**src/rtl/hbd_pkg.sv**
```systemverilog
`timescale 1ns/1ps
package hbd_pkg;
  // Which gate the sequencer is steering toward.
  typedef enum logic [1:0] {
    TGT_OFF  = 2'd0,
    TGT_LOW  = 2'd1,
    TGT_HIGH = 2'd2
  } tgt_e;

  // Digitised PWM window codes; bit 1 set means mid-window.
  localparam logic [1:0] PWM_LOW  = 2'b00;
  localparam logic [1:0] PWM_HIGH = 2'b01;

  // Digitised disable-pin code that alone means "driven high, enabled".
  localparam logic [1:0] EN_DRIVEN_HIGH = 2'b01;
endpackage

```
**src/rtl/hbd_tristate_qual.sv**
```systemverilog
`timescale 1ns/1ps
module hbd_tristate_qual
  import hbd_pkg::*;
#(
  parameter int HOLD_CYC = 25
) (
  input  logic       clk,
  input  logic       rst_n,
  input  logic [1:0] pwm_code,
  output tgt_e       cmd
);
  localparam int CW = $clog2(HOLD_CYC + 1);
  localparam logic [CW-1:0] LAST = CW'(HOLD_CYC - 1);

  logic          is_mid;
  logic [CW-1:0] mid_cnt_q;
  tgt_e          cmd_q;

  assign is_mid = pwm_code[1];

  always_ff @(posedge clk or negedge rst_n) begin
    if (!rst_n) begin
      mid_cnt_q <= '0;
      cmd_q     <= TGT_OFF;
    end else if (!is_mid) begin
      mid_cnt_q <= '0;
      cmd_q     <= (pwm_code == PWM_HIGH) ? TGT_HIGH : TGT_LOW;
    end else if (mid_cnt_q == LAST) begin
      cmd_q     <= TGT_OFF;
    end else begin
      mid_cnt_q <= mid_cnt_q + 1'b1;
    end
  end

  assign cmd = cmd_q;

  // Tri-state only qualifies after the full hold-off of mid-window samples.
  assert_off_after_holdoff_R5: assert property (@(posedge clk) disable iff (!rst_n)
    (cmd_q == TGT_OFF && $past(cmd_q) != TGT_OFF) |-> ($past(is_mid) && $past(mid_cnt_q) == LAST));

  assert_holdoff_cnt_bounded_R6: assert property (@(posedge clk) disable iff (!rst_n)
    mid_cnt_q <= LAST);
endmodule

```
**src/rtl/hbd_thermal_latch.sv**
```systemverilog
`timescale 1ns/1ps
module hbd_thermal_latch #(
  parameter int TEMP_W  = 8,
  parameter int TRIP_HI = 180,
  parameter int TRIP_LO = 155
) (
  input  logic              clk,
  input  logic              rst_n,
  input  logic [TEMP_W-1:0] die_temp,
  output logic              shutdown
);
  localparam logic [TEMP_W-1:0] HI_T = TEMP_W'(TRIP_HI);
  localparam logic [TEMP_W-1:0] LO_T = TEMP_W'(TRIP_LO);

  logic sd_q;

  always_ff @(posedge clk or negedge rst_n) begin
    if (!rst_n)              sd_q <= 1'b0;
    else if (die_temp > HI_T) sd_q <= 1'b1;
    else if (die_temp < LO_T) sd_q <= 1'b0;
  end

  assign shutdown = sd_q;

  assert_trip_above_hi_R10: assert property (@(posedge clk) disable iff (!rst_n)
    $rose(sd_q) |-> ($past(die_temp) > HI_T));

  assert_release_below_lo_R10: assert property (@(posedge clk) disable iff (!rst_n)
    $fell(sd_q) |-> ($past(die_temp) < LO_T));
endmodule

```
**src/rtl/hbd_deadtime_seq.sv**
```systemverilog
`timescale 1ns/1ps
module hbd_deadtime_seq
  import hbd_pkg::*;
#(
  parameter int DEAD_CYC = 4
) (
  input  logic clk,
  input  logic rst_n,
  input  tgt_e tgt,
  input  logic hs_off_fb,
  input  logic ls_off_fb,
  output logic hs_gate,
  output logic ls_gate
);
  localparam int CW = $clog2(DEAD_CYC + 1);
  localparam logic [CW-1:0] LAST = CW'(DEAD_CYC - 1);

  // Side index: 0 = low side, 1 = high side.
  logic [1:0]    gate_q, gate_d, off_fb, want;
  logic [CW-1:0] cnt_q, cnt_d;
  tgt_e          last_q;
  logic          opp_off, qual, fire;

  assign off_fb = {hs_off_fb, ls_off_fb};

  // Counting requires a stable target, both gates commanded off,
  // and the opposite gate's monitor confirming it is off.
  assign opp_off = want[1] ? off_fb[0] : off_fb[1];
  assign qual    = (tgt == last_q) && (want != 2'b00) && (gate_q == 2'b00) && opp_off;
  assign fire    = qual && (cnt_q == LAST);
  assign cnt_d   = (!qual || fire) ? '0 : cnt_q + 1'b1;

  for (genvar s = 0; s < 2; s++) begin : g_side
    localparam tgt_e SIDE_TGT = (s == 1) ? TGT_HIGH : TGT_LOW;
    assign want[s]   = (tgt == SIDE_TGT);
    assign gate_d[s] = want[s] & (gate_q[s] | fire);

    // A gate may rise only after the other side was seen off.
    assert_waits_opposite_off_R4: assert property (@(posedge clk) disable iff (!rst_n)
      $rose(gate_q[s]) |-> ($past(off_fb[1-s]) && !$past(gate_q[1-s])));
  end

  always_ff @(posedge clk or negedge rst_n) begin
    if (!rst_n) begin
      gate_q <= 2'b00;
      cnt_q  <= '0;
      last_q <= TGT_OFF;
    end else begin
      gate_q <= gate_d;
      cnt_q  <= cnt_d;
      last_q <= tgt;
    end
  end

  assign hs_gate = gate_q[1];
  assign ls_gate = gate_q[0];

  assert_no_shoot_through_R2: assert property (@(posedge clk) disable iff (!rst_n)
    !(gate_q[0] && gate_q[1]));

  assert_target_change_restarts_R11: assert property (@(posedge clk) disable iff (!rst_n)
    (tgt != last_q) |=> (cnt_q == '0));
endmodule

```
**src/rtl/hbd_gate_sequencer.sv**
```systemverilog
`timescale 1ns/1ps
module hbd_gate_sequencer
  import hbd_pkg::*;
#(
  parameter int HOLD_CYC = 25,
  parameter int DEAD_CYC = 4,
  parameter int TEMP_W   = 8,
  parameter int TRIP_HI  = 180,
  parameter int TRIP_LO  = 155
) (
  input  logic              clk,
  input  logic              rst_n,
  input  logic [1:0]        pwm_code,
  input  logic [1:0]        enable_code,
  input  logic              uvlo_active,
  input  logic [TEMP_W-1:0] die_temp,
  input  logic              hs_off_fb,
  input  logic              ls_off_fb,
  output logic              hs_gate,
  output logic              ls_gate
);
  tgt_e cmd, tgt;
  logic thermal_sd, force_q;

  hbd_tristate_qual #(.HOLD_CYC(HOLD_CYC)) u_qual (
    .clk(clk), .rst_n(rst_n), .pwm_code(pwm_code), .cmd(cmd)
  );

  hbd_thermal_latch #(.TEMP_W(TEMP_W), .TRIP_HI(TRIP_HI), .TRIP_LO(TRIP_LO)) u_therm (
    .clk(clk), .rst_n(rst_n), .die_temp(die_temp), .shutdown(thermal_sd)
  );

  // Anything other than a clean driven-high enable counts as disabled.
  always_ff @(posedge clk or negedge rst_n) begin
    if (!rst_n) force_q <= 1'b1;
    else        force_q <= uvlo_active || (enable_code != EN_DRIVEN_HIGH);
  end

  assign tgt = (force_q || thermal_sd) ? TGT_OFF : cmd;

  hbd_deadtime_seq #(.DEAD_CYC(DEAD_CYC)) u_seq (
    .clk(clk), .rst_n(rst_n), .tgt(tgt),
    .hs_off_fb(hs_off_fb), .ls_off_fb(ls_off_fb),
    .hs_gate(hs_gate), .ls_gate(ls_gate)
  );

  assert_disable_forces_off_R8: assert property (@(posedge clk) disable iff (!rst_n)
    (enable_code != EN_DRIVEN_HIGH) |-> ##2 (!hs_gate && !ls_gate));

  assert_uvlo_forces_off_R9: assert property (@(posedge clk) disable iff (!rst_n)
    uvlo_active |-> ##2 (!hs_gate && !ls_gate));

  assert_thermal_forces_off_R10: assert property (@(posedge clk) disable iff (!rst_n)
    thermal_sd |=> (!hs_gate && !ls_gate));

  assert_tristate_forces_off_R5: assert property (@(posedge clk) disable iff (!rst_n)
    (cmd == TGT_OFF) |=> (!hs_gate && !ls_gate));
endmodule

```
**config.mk**
```make
export PLATFORM = sky130hd
export DESIGN_NAME = hbd_gate_sequencer
export DESIGN_NICKNAME = d
export VERILOG_FILES = /design/src/rtl/hbd_pkg.sv /design/src/rtl/hbd_tristate_qual.sv /design/src/rtl/hbd_thermal_latch.sv /design/src/rtl/hbd_deadtime_seq.sv /design/src/rtl/hbd_gate_sequencer.sv
export SDC_FILE = /design/constraint.sdc
export NUM_CORES = 1
export LEC_CHECK = 0
export BUFFER_PORTS_ARGS = -buffer_cell sky130_fd_sc_hd__buf_2
export CAP_MARGIN = 15
export CORE_UTILIZATION = 46
export DETAILED_ROUTE_END_ITERATION = 12
export GPL_TIMING_DRIVEN = 0
export MAX_ROUTING_LAYER = met4
export PLACE_DENSITY = 0.73
export SYNTH_ARGS = -nofsm -noshare
export SYNTH_HDL_FRONTEND = slang
export SYNTH_SLANG_ARGS = --single-unit
export TNS_END_PERCENT = 30
```
**constraint.sdc**
```tcl
create_clock -name clk -period 1.7 [get_ports clk]
set_input_delay 0.34 -clock clk [delete_from_list [all_inputs] [get_ports clk]]
set_output_delay 0.34 -clock clk [all_outputs]
set_load 0.01 [all_outputs]
```
[Word-level counts from Yosys, hierarchy flattened]
Index checks and enable logic that the tools add are counted.
Word-level totals
  register bits after elaboration: 16
  latch bits: 0
  memory bits (writable): 0
  memory bits (read-only): 0
  input bits: 17
  output and inout bits: 2
  word-level logic and storage cells: 45
  memories kept: 0
Cells by class
  add/subtract/negate cells: 2
  multiply operators: 0
  divide/modulo/power cells: 0
  $lt $le $gt $ge: 2
  equality and inequality tests: 9
  shifts and indexed selects: 0
  muxes and demuxes: 10
  bitwise gates (word level): 4
  reductions and logical operators: 11
Operator list (count)
  5-bit 2-to-1 mux: 2
  8-bit greater-than comparator, second input constant: 1
  8-bit less-than comparator, second input constant: 1
  2-bit 2-to-1 mux: 4
  5-bit by 1-bit adder with 5-bit output, second input constant: 1
  5-bit equality test, second input constant: 1
  2-bit by 1-bit equality test with 1-bit output, second input constant: 2
  1-bit logical AND: 4
  2-bit by 1-bit != test with 1-bit output, second input constant: 2
  2-bit nonzero test: 2
  3-bit by 1-bit adder with 3-bit output, second input constant: 1
  3-bit by 2-bit equality test with 1-bit output, second input constant: 1
  1-bit logical OR: 3
  1-bit 2-to-1 mux: 3
  3-bit 2-to-1 mux: 1
  1-bit AND: 2
  2-bit equality test: 1
  2-bit equality test, second input constant: 1
  2-bit zero test: 1
  2-bit != test, second input constant: 1
  1-bit OR: 2
  1-bit zero test: 1

[Logic depth before layout (Yosys ltp)]
Gate-level depths: netlist (run 1).
  depth after elaboration: 10
  gate-level depth with buffers: 8
  depth with buffers taken out: 8

[Hierarchy]
From an unflattened synthesis (run 1), not the netlist that was laid out.
Second synthesis, totals
  cells, all modules: 74
  area total of the unflattened synthesis: 832.0 µm²
Modules (own cells, without submodules)
  hbd_tristate_qual: times used 1, cells an instance 35, area each 366.6 µm², seq. area each 175.2 µm²
  hbd_deadtime_seq: times used 1, cells an instance 27, area each 331.6 µm², seq. area each 175.2 µm²
  hbd_thermal_latch: times used 1, cells an instance 8, area each 83.8 µm², seq. area each 25.0 µm²
  hbd_gate_sequencer: times used 1, cells an instance 4, area each 50.0 µm², seq. area each 26.3 µm²

[Least setup slack after synthesis (run 1)]
Ideal clock, no wire load.
  path type: reg2reg
  start: reg force_q
  end: reg u_seq.cnt_q[0]
  setup time: 0.072 ns
  data arrival time: 1.602 ns
  required time: 1.628 ns
  slack: 0.026 ns
  stages on the path, launching flop included: 9
  path buffers: 0
  clock period less this slack: 1.674 ns
  cell sequence: dfstp_2 > nor2_1 > nand2_1 > inv_1 > ha_1 > nor4_1 > nand2_1 > a211o_1 > nor2_1
Between the ends
  cells in the longest elaborated chain, start to end: 10
  elaborated cells on any way between the ends: 14
  classes of those cells: 3 x eq/ne; 3 x mux; 8 x reduce/logical
Ends and longest elaborated chain
  start: declaration: line hbd_gate_sequencer.sv:23  | logic thermal_sd, force_q;
  start signal: assignment: line hbd_gate_sequencer.sv:36  | else force_q <= uvlo_active || (enable_code != EN_DRIVEN_HIGH);
  1-bit logical OR (*): line hbd_gate_sequencer.sv:39  | assign tgt = (force_q || thermal_sd) ? TGT_OFF : cmd;
  2-bit 2-to-1 mux (*): line hbd_gate_sequencer.sv:39
  net tgt[1]: line hbd_gate_sequencer.sv:22  | tgt_e cmd, tgt;
  2-bit by 1-bit equality test with 1-bit output / 2-bit equality test (equally long branches): line hbd_deadtime_seq.sv:35  | assign want[s] = (tgt == SIDE_TGT);
  2-bit nonzero test: line hbd_deadtime_seq.sv:29  | assign qual = (tgt == last_q) && (want != 2'b00) && (gate_q == 2'b00) && opp_off;
  1-bit logical AND (2 in series): line hbd_deadtime_seq.sv:29
  1-bit logical AND (*): line hbd_deadtime_seq.sv:29
  1-bit zero test / 1-bit logical AND (equally long branches): line hbd_deadtime_seq.sv:31, hbd_deadtime_seq.sv:30
  1-bit logical OR (*): line hbd_deadtime_seq.sv:31  | assign cnt_d = (!qual || fire) ? '0 : cnt_q + 1'b1;
  3-bit 2-to-1 mux (*): line hbd_deadtime_seq.sv:31
  net u_seq.cnt_d[0]: line hbd_deadtime_seq.sv:20  | logic [CW-1:0] cnt_q, cnt_d;
  end signal: assignment: line hbd_deadtime_seq.sv:50  | cnt_q <= cnt_d;
  end: declaration: line hbd_deadtime_seq.sv:20
Mark *: on every way through the listed nets, which the timed path passes. The rest lies on a longest branch.
A chain may end at the register's enable or synchronous reset.

[Worst setup path in the final report (run 1)]
  start: reg force_q
  end: reg u_seq.gate_q[1]
Between the ends
  cells in the longest elaborated chain, start to end: 10
  elaborated cells on any way between the ends: 13
  classes of those cells: 3 x eq/ne; 2 x mux; 2 x bitwise; 6 x reduce/logical
Ends and longest elaborated chain
  1-bit logical OR (*): line hbd_gate_sequencer.sv:39
  2-bit 2-to-1 mux (*): line hbd_gate_sequencer.sv:39
  net tgt[1]: line hbd_gate_sequencer.sv:22
  2-bit by 1-bit equality test with 1-bit output / 2-bit equality test (equally long branches): line hbd_deadtime_seq.sv:35
  2-bit nonzero test: line hbd_deadtime_seq.sv:29
  1-bit logical AND (3 in series): line hbd_deadtime_seq.sv:29
  1-bit logical AND: line hbd_deadtime_seq.sv:30  | assign fire = qual && (cnt_q == LAST);
  1-bit OR: line hbd_deadtime_seq.sv:36  | assign gate_d[s] = want[s] & (gate_q[s] | fire);
  1-bit AND (*): line hbd_deadtime_seq.sv:36
  net u_seq.gate_d[1]: line hbd_deadtime_seq.sv:19  | logic [1:0] gate_q, gate_d, off_fb, want;
  end signal: assignment: line hbd_deadtime_seq.sv:49  | gate_q <= gate_d;
  end: declaration: line hbd_deadtime_seq.sv:19
Marked as above.

==> results of run 1 <==
registers in the layout, indices dropped and copies added, names as in the netlist:
signal,count
u_seq.cnt_q,3
u_qual.cmd,2
u_qual.mid_cnt_q,5
u_seq.last_q,2
u_seq.gate_q,2
force_q,1
u_therm.shutdown,1
critical path: stages (launching register included):
cell      delay, ns
dfstp_2        0.56
nor2_4         0.05
nand2_2        0.07
inv_2          0.05
ha_4           0.23
nor4b_4        0.20
nand2_1        0.10
a211oi_2       0.19
o21a_1         0.13
metrics by stage:
step / total power (uW) / std cells / hold slack [ns] / setup TNS [ns] / util, %
after floorplan: 452 / 77 / 0.0444 / 0 / -
after global placement: 486 / 111 / 0.270 / -0.409 / 58.3
after detailed placement: 491 / 111 / 0.273 / -0.749 / 58.3
after CTS: 753 / 117 / 0.243 / 0 / 64.1
after global routing: 783 / 117 / 0.240 / -0.0692 / 65.4
final: 739 / 117 / 0.255 / 0 / 65.4
path summary, 6_finish.rpt:
kind | to | slack (ns) | depth (start not counted)
setup / recovery | u_seq.gate_q[1] | 0.06 | 8
hold / removal | force_q | 0.25 | 2
setup reg to reg | u_seq.gate_q[1] | 0.06 | 8
hold reg to reg | u_seq.cnt_q[0] | 0.44 | 1
max in group asynchronous | force_q | 0.91 | 2
min in group asynchronous | u_seq.cnt_q[0] | 0.49 | 2
layout by cell type (no fill, tap or decap), types with 2 or more instances in the layout:
master    count
a21boi_0      3
a21oi_1       3
and2_1        3
buf_2        18
clkbuf_4      3
dfrtp_1      15
ha_1          4
inv_1         7
nand2_1       2
nand2_2       2
nand2b_1      2
nand3_1       4
nor2_1        5
nor2b_1       2
o211ai_1      2
o21a_1        2
o21ai_0       2
xnor2_1       3
cell type report:
type	instances	area, um^2	area share (%)
clock buffers	4	36.3	3.52
flip-flops and latches	16	402	39.0
well taps	16	20.0	1.94
multi-input cells	53	435	42.2
repair buffers	20	108	10.4
inverters	8	30.0	2.91
per-layer routing:
metal	track usage, %	wire, um	vias to the layer above
met5	-	0	-
met4	9.09	33	0
met3	3.75	43	4
met2	27.5	684	15
met1	21.7	645	282
li1	-	-	315
report_power, final:
part	switching [uW]	total, uW	internal [uW]
registers	14.5	410	395
logic	40.5	83.3	42.8
clock network	115	246	130
what timing repair did:
action / CTS / global route
endpoints found under the hold margin: 15 / 0
cloned: 0 / 0
gates resized for setup: 8 / 3
buffers inserted: 1 / 0
setup endpoints to repair: 5 / 5
hold buffers: 1 / 0
pin swaps: 7 / 3
cell families after synthesis:
group           count (synthesis)  share of synthesized area [%]
simple gates                   28                           19.8
flops                          16                           49.6
compound gates                 15                           13.0
buf+inv                         8                           3.71
fa+ha+maj                       6                           9.27
xor+xnor                        3                           3.25
mux                             1                           1.39
==> impl_metrics.json, run 1 <==
{
  "timing.rr.start": "force_q",
  "drtIter0Drc": 7,
  "hold_class": "input pin to flip-flop",
  "die_area_mm2": 0.00193,
  "numPortBuffers": 18,
  "layout.nets": 125,
  "drt-pass1-iter-count": 5,
  "synthFlopType": "dfrtp_1",
  "grt_max_degree": 17,
  "synth_fp_nets": 100,
  "cts.clk_slew.worst_paths_ns": 0.09,
  "wl_per_cell_um": 12.0,
  "drc": 0,
  "grt_pass1_vias": 578,
  "clk_latency_ns": 0.28,
  "synth_area_leader_cell": "dfrtp_1",
  "ys_seq_area_share_pct": 49.6,
  "syn_inst": 77,
  "cp-startpoint": "force_q",
  "cp-start-kind": "flip-flop",
  "core_mm2": 0.00158,
  "path_class": "flip-flop to flip-flop",
  "std_cell_rows": 14,
  "tightestPinTransition_ns": 0.351,
  "cts_max_path_buffers": 2,
  "h-tree-depth": 1,
  "status": "finished clean",
  "cp-end-kind": "flip-flop",
  "hp-start": "enable_code[1]",
  "drtAntennaViolNets": 0,
  "grt_use_total_pct": 17.7,
  "final.fill_count": 134,
  "dieWidth_um": 44.0,
  "finalCriticalPeriod_ns": 1.64,
  "rsz0062_at_grt": "yes",
  "synth_edf_count": 0,
  "cts_num_sinks": 16,
  "wl_um": 1410,
  "drive_gt1_share_pct": 34.7,
  "slew_violations": 0,
  "viasPerCell": 5.26,
  "area_growth_pct": 27.4,
  "place_area_um2": 920,
  "timing.max_cap.violations": 0,
  "synth_top_area_share_pct": 46.4,
  "grt_pass1_wl_um": 2370,
  "fin_area_mm2": 0.00103,
  "vdd_drop_max_mv": 0.478,
  "crit_required_ns": 1.92,
  "ys_top_cells_by_count": "15 x dfrtp_1, 8 x inv_1, 6 x ha_1, 6 x nor2_1",
  "synth-seq-cells": 16,
  "gr-total-overflow": 0,
  "cts_tree": "yes",
  "vias": 616,
  "finalSetupViolCount": 0,
  "p_per_area_mw_per_mm2": 716,
  "worstPathArrival_ns": 1.86,
  "final.setup.worst_slack_ns": 0.0610,
  "synth_area_leaders": "dfrtp_1 46%, ha_1 9.3%, inv_1 3.7%",
  "post-route-period-util_pct": 96.4,
  "synthArstFlopShare_pct": 100,
  "antenna_found_initial": 0,
  "hold_viol": 0,
  "num_antenna_cells": 0,
  "dp_hpwl_um": 1010,
  "io_pins": 19,
  "finalClockSkew_ns": 0.00416,
  "root_buffer": "clkbuf_4",
  "synth_warnings": 0,
  "numCtsBuffers": 3,
  "gp_congestion": 0.777,
  "initial_core_util_pct": 51.3,
  "crit_fanout": 4,
  "max_freq_ghz": 0.610,
  "synth_cell_types": 27,
  "postSynthAreaPerCell_um2": 10.5,
  "die_height_um": 44.0,
  "netlist_area_um2": 810,
  "cellLeakagePower_uw": 0.000490,
  "slew_headroom_pct": 76.6,
  "detailedPlace.worstSlack_ns": -0.172,
  "yosysMostFrequentCell": "dfrtp_1"
}
(Power assumes the default switching activity.)
==> run 2: changes to the inputs <==
Settings changed: CORE_UTILIZATION 46 to 49, CTS_BUF_LIST set to sky130_fd_sc_hd__clkbuf_8, PLACE_DENSITY 0.73 to 0.77.
==> run 2 against run 1 <==
- the run now ends with hold timing left
- largest cell class unchanged
- sequential power about the same
- highest routed layer unchanged
- critical endpoint is now u_seq.gate_q[0]
- register-to-register slack worse by 0.02 ns
- wire length grew 6.3%
- clock power grew 15%
==> impl_metrics.json, run 2 (synthesis gave the netlist of run 1 again) <==
{
  "status": "finished with violations",
  "violations": "hold timing",
  "dieWidth_um": 42.6,
  "cp-end-kind": "flip-flop",
  "die_area_mm2": 0.00182,
  "cellLeakagePower_uw": 0.000513,
  "final_common_cell": "buf_2",
  "slew_violations": 0,
  "cts_max_path_buffers": 2,
  "viasPerCell": 5.24,
  "cts_tree": "yes",
  "grt_max_degree": 17,
  "root_buffer": "clkbuf_8",
  "numCtsBuffers": 3,
  "met3_usage_pct": 3.88,
  "cp-start-kind": "flip-flop",
  "finalSetupViolCount": 0,
  "grt_pass1_vias": 595,
  "finalSetupTns_ns": 0,
  "path_class": "flip-flop to flip-flop",
  "numPortBuffers": 18,
  "drc": 0,
  "hold_class": "input pin to async pin",
  "crit_required_ns": 1.88,
  "cpLargestDelayFamily": "simple AND/OR/NAND/NOR gates",
  "area_growth_pct": 28.3,
  "p_per_area_mw_per_mm2": 751,
  "finalClockSkew_ns": 0.00285,
  "gp_congestion": 0.811,
  "post-route-period-util_pct": 97.7,
  "dp.cells": 111,
  "top_regs": "u_qual.mid_cnt_q: 5 flops, u_seq.cnt_q: 3 flops",
  "clk_latency_ns": 0.24,
  "crit_path_max_incr_delay_ns": 0.41,
  "crit_path_cell_trace": "nor2_4 > nand2_2 > inv_2 > ha_4 > nor4b_4 > nand2_1 > a211oi_2 > o21a_1",
  "num_antenna_cells": 0,
  "fin_cells": 118,
  "io_pins": 19,
  "worstPathArrival_ns": 1.84,
  "grtUsageMet1_pct": 24.4,
  "drive_gt1_share_pct": 34.3,
  "max_freq_ghz": 0.602,
  "vdd_drop_max_mv": 0.520,
  "finalCriticalPeriod_ns": 1.66,
  "wl_um": 1500,
  "grt_use_total_pct": 19.7,
  "largest_reg_flops": 5,
  "vias": 618,
  "tightestPinTransition_ns": 0.357,
  "largest-register": "u_qual.mid_cnt_q",
  "drtIter0Drc": 9,
  "core_mm2": 0.00152,
  "final_cell_mix": "18 x buf_2, 15 x dfrtp_1, 8 x inv_1",
  "critical_path_buf_inv_count": 1,
  "busiest_layer": "met2",
  "final.fill_count": 119,
  "cpMaxStageDelayCell": "dfrtp_1",
  "slew_headroom_pct": 76.2,
  "cts.clk_slew.worst_paths_ns": 0.06,
  "hold_viol": 8,
  "die_height_um": 42.6,
  "wl_per_cell_um": 12.7,
  "drtAntennaViolNets": 0,
  "crit_fanout": 4,
  "rsz0062_at_grt": "yes",
  "use_met2_pct": 29.7,
  "whs_ns": -0.00390,
  "dp_hpwl_um": 991,
  "h-tree-depth": 1,
  "layout.nets": 126,
  "timing.max_cap.violations": 0,
  "std_cell_rows": 14,
  "gr-total-overflow": 0,
  "cts_num_sinks": 16,
  "drt-pass1-iter-count": 4,
  "antenna_found_initial": 0,
  "grt_pass1_wl_um": 2550,
  "initial_core_util_pct": 53.1
}
==> run 2: changes by cell type in the layout (fill, tap and decap cells not counted), sizes merged <==
cell / change
buf: +2
clkbuf: -1
dlygate4sd3: -1
inv: +1
==> run 2: metal layers <==
metal	routed length [um]	share of wire [%]	vias to the layer above
met1	674	45	290
met2	759	51	12
met5	0	0	-
li1	-	-	314
met3	42	2.8	2
met4	18	1.2	0
==> run 2: metrics by stage <==
stage	cell area (um^2)	hold WS [ns]	util, %	setup WS (ns)	total power [uW]
floorplan	810	0.0444	-	0.0263	452
global route	1040	0.0183	68.1	-0.0636	818
global placement	920	0.270	60.3	-0.0900	486
finish	1040	-0.00390	68.1	0.0391	780
CTS	1000	0.00647	65.8	0.0112	780
detailed placement	920	0.271	60.3	-0.160	490
==> run 2: worst paths after layout <==
kind / start / end / slack [ns] / depth (start not counted)
max in group asynchronous: rst_n / force_q / 1.40 / 1
max: u_therm.shutdown / u_seq.gate_q[0] / 0.04 / 8
min: rst_n / u_qual.mid_cnt_q[2] / -0.004 / 1
min reg2reg: u_seq.cnt_q[0] / u_seq.cnt_q[0] / 0.44 / 1
max reg2reg: u_therm.shutdown / u_seq.gate_q[0] / 0.04 / 8
min in group clk: uvlo_active / force_q / 0.29 / 2
==> run 2: worst reg2reg max path, delay by kind of cell (launching register included) <==
kind	cells	cell delay (ns)
compound gates	2	0.32
fa+ha+maj	1	0.21
buf+inv	1	0.08
flops	1	0.41
simple gates	4	0.59
==> run 2: power breakdown <==
| group | internal, uW | total [uW] | switching [uW] | leakage (uW) |
|---|---|---|---|---|
| logic | 43.7 | 85.5 | 41.8 | 0.000274 |
| registers | 396 | 411 | 15.0 | 0.000212 |
| clock network | 160 | 284 | 124 | 0.0000269 |
==> run 2: area by class of cell <==
type	instances	area, um^2	share of cell area (%)
timing repair buffer	21	113	10.8
multi-input combinational	53	429	41.3
clock inverter	1	3.75	0.361
sequential	16	402	38.7
tap	16	20.0	1.93
inverter	8	30.0	2.89
clock buffer	3	41.3	3.98
==> run 2: timing repair <==
action | in CTS | in global routing
buffers inserted | 0 | 3
hold buffers | 0 | 0
pin swaps | 7 | 5
gates cloned | 0 | 0
resized for setup | 8 | 2
setup endpoints to repair | 5 | 4
